[src/rtl/cnt_pkg.sv]
package cnt_pkg;

  typedef enum logic [1:0] {
    WRAP_FREE  = 2'b00,
    WRAP_START = 2'b01,
    WRAP_END   = 2'b10,
    WRAP_RANGE = 2'b11
  } wrap_mode_e;

endpackage

[src/rtl/cnt_slice.sv]
// One narrow counting slice: sync clear > sync load > count.
module cnt_slice #(
  parameter int W = 4
) (
  input  logic         clk,
  input  logic         rst_n,
  input  logic         cnt_en,
  input  logic         sclr,
  input  logic         sld,
  input  logic [W-1:0] ld_val,
  output logic [W-1:0] q,
  output logic         rc_o
);

  localparam logic [W-1:0] ONES = {W{1'b1}};

  function automatic logic [W-1:0] incr(input logic [W-1:0] v);
    return v + {{(W-1){1'b0}}, 1'b1};
  endfunction

  logic [W-1:0] q_nxt;

  always_comb begin
    q_nxt = q;
    if (sclr)        q_nxt = '0;
    else if (sld)    q_nxt = ld_val;
    else if (cnt_en) q_nxt = incr(q);
  end

  always_ff @(posedge clk) begin
    if (!rst_n) q <= '0;
    else        q <= q_nxt;
  end

  // AND of the enable and every stored bit
  assign rc_o = cnt_en & (q == ONES);

endmodule

[src/rtl/cnt_wrap_ctl.sv]
// Decides when the full-width count folds back to zero or to the start value.
module cnt_wrap_ctl #(
  parameter int TW = 8
) (
  input  cnt_pkg::wrap_mode_e mode,
  input  logic                adv,
  input  logic                top_carry,
  input  logic [TW-1:0]       count,
  input  logic [TW-1:0]       end_val,
  output logic                wr_clr,
  output logic                wr_ld
);
  import cnt_pkg::*;

  function automatic logic hits_end(input logic [TW-1:0] c,
                                    input logic [TW-1:0] e);
    return c == e;
  endfunction

  logic at_end;
  assign at_end = adv & hits_end(count, end_val);

  always_comb begin
    wr_clr = 1'b0;
    wr_ld  = 1'b0;
    unique case (mode)
      WRAP_START: wr_ld  = top_carry;
      WRAP_END:   wr_clr = at_end;
      WRAP_RANGE: wr_ld  = at_end | top_carry;
      default: ;
    endcase
  end

endmodule

[src/rtl/casc_range_counter.sv]
module casc_range_counter #(
  parameter int W      = 4,
  parameter int STAGES = 2,
  localparam int TW    = W * STAGES
) (
  input  logic          clk,
  input  logic          rst_n,
  input  logic          en,
  input  logic [1:0]    mode_sel,
  input  logic [TW-1:0] start_val,
  input  logic [TW-1:0] end_val,
  output logic [TW-1:0] count_o,
  output logic          carry_o
);
  import cnt_pkg::*;

  // named internal events, observed by the bound checker
  logic              wrap_clr;
  logic              wrap_ld;
  logic [STAGES:0]   chain;
  wrap_mode_e        mode;

  assign mode     = wrap_mode_e'(mode_sel);
  assign chain[0] = en;
  assign carry_o  = chain[STAGES];

  for (genvar g = 0; g < STAGES; g++) begin : g_slice
    cnt_slice #(.W(W)) slice_i (
      .clk    (clk),
      .rst_n  (rst_n),
      .cnt_en (chain[g]),
      .sclr   (wrap_clr),
      .sld    (wrap_ld),
      .ld_val (start_val[g*W +: W]),
      .q      (count_o[g*W +: W]),
      .rc_o   (chain[g+1])
    );
  end

  cnt_wrap_ctl #(.TW(TW)) wrap_i (
    .mode      (mode),
    .adv       (en),
    .top_carry (carry_o),
    .count     (count_o),
    .end_val   (end_val),
    .wr_clr    (wrap_clr),
    .wr_ld     (wrap_ld)
  );

endmodule

[config.mk]
export PLATFORM = sky130hd
export DESIGN_NAME = casc_range_counter
export DESIGN_NICKNAME = d
export VERILOG_FILES = /design/src/rtl/cnt_pkg.sv /design/src/rtl/cnt_slice.sv /design/src/rtl/cnt_wrap_ctl.sv /design/src/rtl/casc_range_counter.sv
export SDC_FILE = /design/constraint.sdc
export NUM_CORES = 1
export LEC_CHECK = 0
export BUFFER_PORTS_ARGS = -buffer_cell sky130_fd_sc_hd__buf_2
export CAP_MARGIN = 20
export CORE_MARGIN = 3
export CORE_UTILIZATION = 40
export CTS_CLUSTER_DIAMETER = 150
export DETAILED_ROUTE_END_ITERATION = 8
export PLACE_DENSITY = 0.74
export SLEW_MARGIN = 40
export SYNTH_ARGS = -nofsm -noshare
export SYNTH_HDL_FRONTEND = slang
export SYNTH_SLANG_ARGS = --single-unit
export TNS_END_PERCENT = 100
[constraint.sdc]
create_clock -name clk -period 2.8 [get_ports clk]
set_input_delay 0 -clock clk [delete_from_list [all_inputs] [get_ports clk]]
set_output_delay 0 -clock clk [all_outputs]
set_load 0.1 [all_outputs]
==> impl_metrics.ini, run 1 <==
[placed_design]
io_buffer_count = 29
gp_congestion = 0.8040
placed_area_sq_um = 838.3
dp_hpwl_mm = 1.451

[synthesis]
synthTopCellsByArea = dfxtp_1, a211oi_1, xnor2_1
yosysTopAreaCellShare_pct = 23.75
seq_area_frac_synth_pct = 23.75
yosysWarnings = 0
synthCells = 84
ys_ff_latch = 8
syn_area_per_cell_sq_um = 8.029
yosys.area.top_type = dfxtp_1
syn-cell-area_sq_um = 674.4
synth_cell_types = 30
syn_nets = 107

[finish]
fin_nets = 138
top_regs = g_slice.slice_i.q: 8 flops
design_area_sq_um = 860.8
diodes = 0
largest_register_ff_count = 8
drive_above_1_share_pct = 36.28
syn2layout_area_growth_pct = 27.64
top_register = g_slice.slice_i.q

[grt]
grt_antenna_before_repair = 0
met2_usage_pct = 30.08
grt-ovfl-total = 0
first_global_vias = 680
top_usage_layer = met2
gr-usage-met1_pct = 22.71
grt_pass1_wl_mm = 2.829
track_usage_pct = 18.18
grt_use_met3_pct = 7.280
grt_max_degree = 12

[die]
rows = 14
start_util_pct = 43.75
io_pins = 30
die_w_microns = 47.06
core_sq_um = 1541
die_area_sq_um = 2215
die_h_microns = 47.06

[sta]
worst_slew_pin_slew_ns = 0.6356
maxSlewViolCount = 0
fmax_mhz = 443.8
finalClockSkew_ns = 0.005387
final.min_clock_period_ns = 2.253
tns_ns = 0
hold_viol = 0
rsz0062_at_grt = no
slew_headroom_pct = 57.24
setup_violations = 0
fin_crit_sh_pct = 80.47

[pwr]
power_density_nw_per_um2 = 335.8
cellLeakagePower_nw = 0.3498
power_mw = 0.2890
peakVddDrop_v = 0.0002317

[cts]
cts_buffers = 3
htreeDepth = 1
cts.clk_slew.worst_paths_ns = 0.06
cts_hold_buf = 0
ctsResizeCount = 0
clk_latency_ns = 0.26
clockBufferDepth = 2
cts_tree = yes
ctsRootBufferMaster = clkbuf_4
clock-sinks = 8
post-cts-setup-buffer-count = 0

[route]
vias = 772
drt_iter0_markers = 17
drc = 0
final_antenna_net_count = 0
avgViaCountPerCell = 5.984
drt-pass1-iter-count = 6
wl_mm = 1.857
post_drt_wl_per_cell_microns = 14.40

[worst_setup_path]
path_class = reg -> reg
path_max_fanout = 5
crit_arrival_ns = 2.42
cp-end-kind = flip-flop
start_kind = flip-flop
crit_required_ns = 2.97

[outcome]
outcome = finished, final reports clean

[flow_run]
cap_violations = 0

[min_path]
min_path_type = in -> reg
## final cells by class
cell class,instances,area [sq um]
inverters,5,22.52
clock buffers,3,22.52
repair buffers,30,152.6
flip-flops and latches,8,165.2
multi-input cells,67,478.0
fillers,152,680.7
well taps,16,20.02
## power by group
part / total (mW) / internal (mW) / switching (mW)
combinational: 0.0766 / 0.0272 / 0.0494
sequential: 0.123 / 0.118 / 0.00522
clock: 0.0894 / 0.0491 / 0.0403
## worst max-delay path: stages, from the launching register on
cell      delay (ns)
dfxtp_1         0.34
nor2b_1         0.14
or4_4           0.54
nor4_1          0.60
o21ai_1         0.27
a211oi_1        0.27
## synth_stat cells
master,instances
ha_1,2
buf_2,2
o21ai_1,2
dfxtp_1,8
nand2_1,7
nor4_1,1
or3_1,1
o211ai_1,1
and3_1,3
o31ai_1,1
a221oi_2,1
nor3_1,3
or4_1,1
a221o_1,2
or4_4,1
nor2_1,3
nand3_1,1
a311oi_1,1
a211oi_1,11
nand4_1,2
xor2_1,2
inv_1,5
nor2b_1,4
o31ai_4,1
o2bb2ai_1,1
clkbuf_1,2
xnor2_1,8
a21oi_1,3
and4_1,1
o21ai_0,3
## final timing paths
check / from / end / slack [ns] / cells past startpoint
setup reg to reg: g_slice[1].slice_i.q[1] / g_slice[1].slice_i.q[1] / 0.55 / 5
hold / removal: rst_n / g_slice[0].slice_i.q[0] / 0.08 / 3
hold reg to reg: g_slice[0].slice_i.q[3] / g_slice[0].slice_i.q[3] / 0.58 / 2
setup / recovery: g_slice[1].slice_i.q[1] / g_slice[1].slice_i.q[1] / 0.55 / 5
## metrics by stage
step	std cells	hold WS (ns)	setup slack, ns	util (%)
after floorplan	84	0.1625	0.06675	-
final	129	0.07945	0.5469	55.84
after global routing	129	0.07995	0.4224	55.84
after global placement	126	0.3386	0.5954	54.38
after CTS	129	0.07356	0.5608	55.84
after detailed placement	126	0.3435	0.5709	54.38
## cells by family after synthesis
logic type,synth area share [%]
AO/OA/AOI/OAI,31.35
XOR/XNOR,12.99
adder cells (fa/ha/maj),3.710
buffers and inverters,5.381
flip-flops,23.75
AND/OR/NAND/NOR,22.82
## placed cells by master (no fill, tap or decap), drive strengths merged, types with 3 or more instances in the layout
cell    Yosys  layout
buf         2      30
a211oi     11      11
xnor2       8       8
dfxtp       8       8
nand2       7       7
o21ai       5       5
nor2b       4       4
inv         5       4
nor2        3       3
a21oi       3       3
and3        3       3
nor3        3       3
clkbuf      2       3
## routing by layer
| layer | vias up | wire, microns |
|---|---|---|
| met5 | - | 0 |
| met4 | 0 | 33 |
| met3 | 8 | 163 |
| met2 | 38 | 869 |
| met1 | 351 | 790 |
| li1 | 375 | - |
(Power assumes the default switching activity.)
==> run 2, diff against run 1 <==
Settings changed: PLACE_DENSITY 0.74 to 0.76.
Clock period 2.8 ns to 1.88 ns, I/O delays scaled along.
==> impl_metrics.ini, run 2 (same netlist as run 1, synthesis figures left out) <==
[cts]
cts.clk_slew.worst_paths_ns = 0.07
cts_buffers = 3
clockBufferDepth = 2
cts_tree = yes
htreeDepth = 1
cts_hold_buf = 0
ctsRootBufferMaster = clkbuf_4
clk_latency_ns = 0.26
clock-sinks = 8

[sta]
hold_viol = 0
slew_headroom_pct = 67.78
fmax_mhz = 506.4
final.min_clock_period_ns = 1.975
finalClockSkew_ns = 0.01226
layout_setup_ws_ns = -0.09487
worst_slew_pin_slew_ns = 0.4867
setup_violations = 7
whs_ns = 0.02981
rsz0062_at_grt = yes
fin_crit_sh_pct = 105.0
maxSlewViolCount = 0

[pwr]
peakVddDrop_v = 0.0003001
cellLeakagePower_nw = 0.4357
power_mw = 0.4730
power_density_nw_per_um2 = 436.0

[min_path]
min_path_type = in -> reg

[route]
drc = 0
wl_mm = 2.285
vias = 844
drt_iter0_markers = 28
post_drt_wl_per_cell_microns = 15.98
final_antenna_net_count = 0
drt-pass1-iter-count = 4
avgViaCountPerCell = 5.902

[die]
die_w_microns = 47.06
die_h_microns = 47.06
start_util_pct = 43.75
io_pins = 30
rows = 14
die_area_sq_um = 2215
core_sq_um = 1541

[grt]
grt_antenna_before_repair = 0
track_usage_pct = 21.33
first_global_vias = 749
grt_max_degree = 12
grt_pass1_wl_mm = 3.256
grt-ovfl-total = 0

[finish]
top_register = g_slice.slice_i.q
final_cell_mix = buf_2, buf_4, xnor2_1, a211oi_1, nand2_1
top_regs = g_slice.slice_i.q: 8 flops
diodes = 0
fill_cells = 116
utilization_pct = 70.37
drive_above_1_share_pct = 55.12
largest_register_ff_count = 8
syn2layout_area_growth_pct = 60.85
final_common_cell = buf_2
fin_nets = 151

[placed_design]
io_buffer_count = 29
gp_congestion = 0.8901
dp_hpwl_mm = 1.647

[outcome]
violations = setup timing
outcome = finished with violations

[flow_run]
cap_violations = 0

[worst_setup_path]
crit_required_ns = 2.01
start_kind = flip-flop
crit_arrival_ns = 2.10
cp-end-kind = flip-flop
path_max_fanout = 7
path_class = reg -> reg
-- run 2: cell count changes in the layout (fill, tap and decap cells not counted), moves of 3 or more --
| cell | previous run | this run |
|---|---|---|
| dfxtp_4 | 0 | 5 |
| dfxtp_1 | 4 | 0 |
| buf_6 | 0 | 4 |
| a211oi_2 | 0 | 3 |
| a211oi_1 | 11 | 8 |
| buf_4 | 1 | 10 |
-- run 2: layer usage --
| metal | track usage (%) | wire length (microns) | part of all wire (%) |
|---|---|---|---|
| met5 | 0 | 0 | 0 |
| met4 | 11.60 | 100 | 4.4 |
| met3 | 4.215 | 174 | 7.6 |
| met2 | 37.67 | 1114 | 49 |
| met1 | 23.74 | 895 | 39 |
-- run 2: worst max-delay path, stage by stage (launching register included) --
cell	delay (ns)
dfxtp_4	0.34
nor2b_4	0.11
or4_4	0.51
or4_4	0.50
a211oi_1	0.29
a211oi_1	0.08
-- run 2: path summary, 6_finish.rpt --
| check | cells past startpoint | from | endpoint | slack, ns |
|---|---|---|---|---|
| worst max-delay path | 5 | g_slice[0].slice_i.q[3] | g_slice[1].slice_i.q[3] | -0.09 |
| worst min-delay path | 3 | rst_n | g_slice[0].slice_i.q[1] | 0.03 |
| worst max register to register | 5 | g_slice[0].slice_i.q[3] | g_slice[1].slice_i.q[3] | -0.09 |
| worst min register to register | 2 | g_slice[1].slice_i.q[3] | g_slice[1].slice_i.q[3] | 0.62 |
-- run 2: through the flow --
stage / setup slack, ns / TNS [ns] / area [sq um] / instances
2_1_floorplan: -0.5519 / -3.964 / 718.2 / 84
3_3_place_gp: -0.2693 / -1.738 / 962.2 / 136
3_5_place_dp: -0.3146 / -1.950 / 962.2 / 136
4_1_cts: -0.05887 / -0.2200 / 1033 / 142
5_1_grt: -0.1499 / -0.8553 / 1085 / 143
6_report: -0.09487 / -0.3922 / 1085 / 143
-- run 2: timing repair --
item | CTS | global route
pin swaps | 10 | 7
buffers inserted | 2 | 1
setup endpoints to repair | 8 | 8
resized for setup | 8 | 9
-- run 2: area by class of cell --
type,count,area [sq um],share of cell area (%)
sequential,8,182.7,16.84
clock buffer,4,26.28,2.422
tap,16,20.02,1.845
multi-input combinational,67,553.0,50.98
inverter,5,22.52,2.076
timing repair buffer,43,280.3,25.84
-- run 2: where the power goes --
group          switching [mW]  internal (mW)
logic                  0.0883         0.0587
registers             0.00681          0.171
clock network          0.0670         0.0816
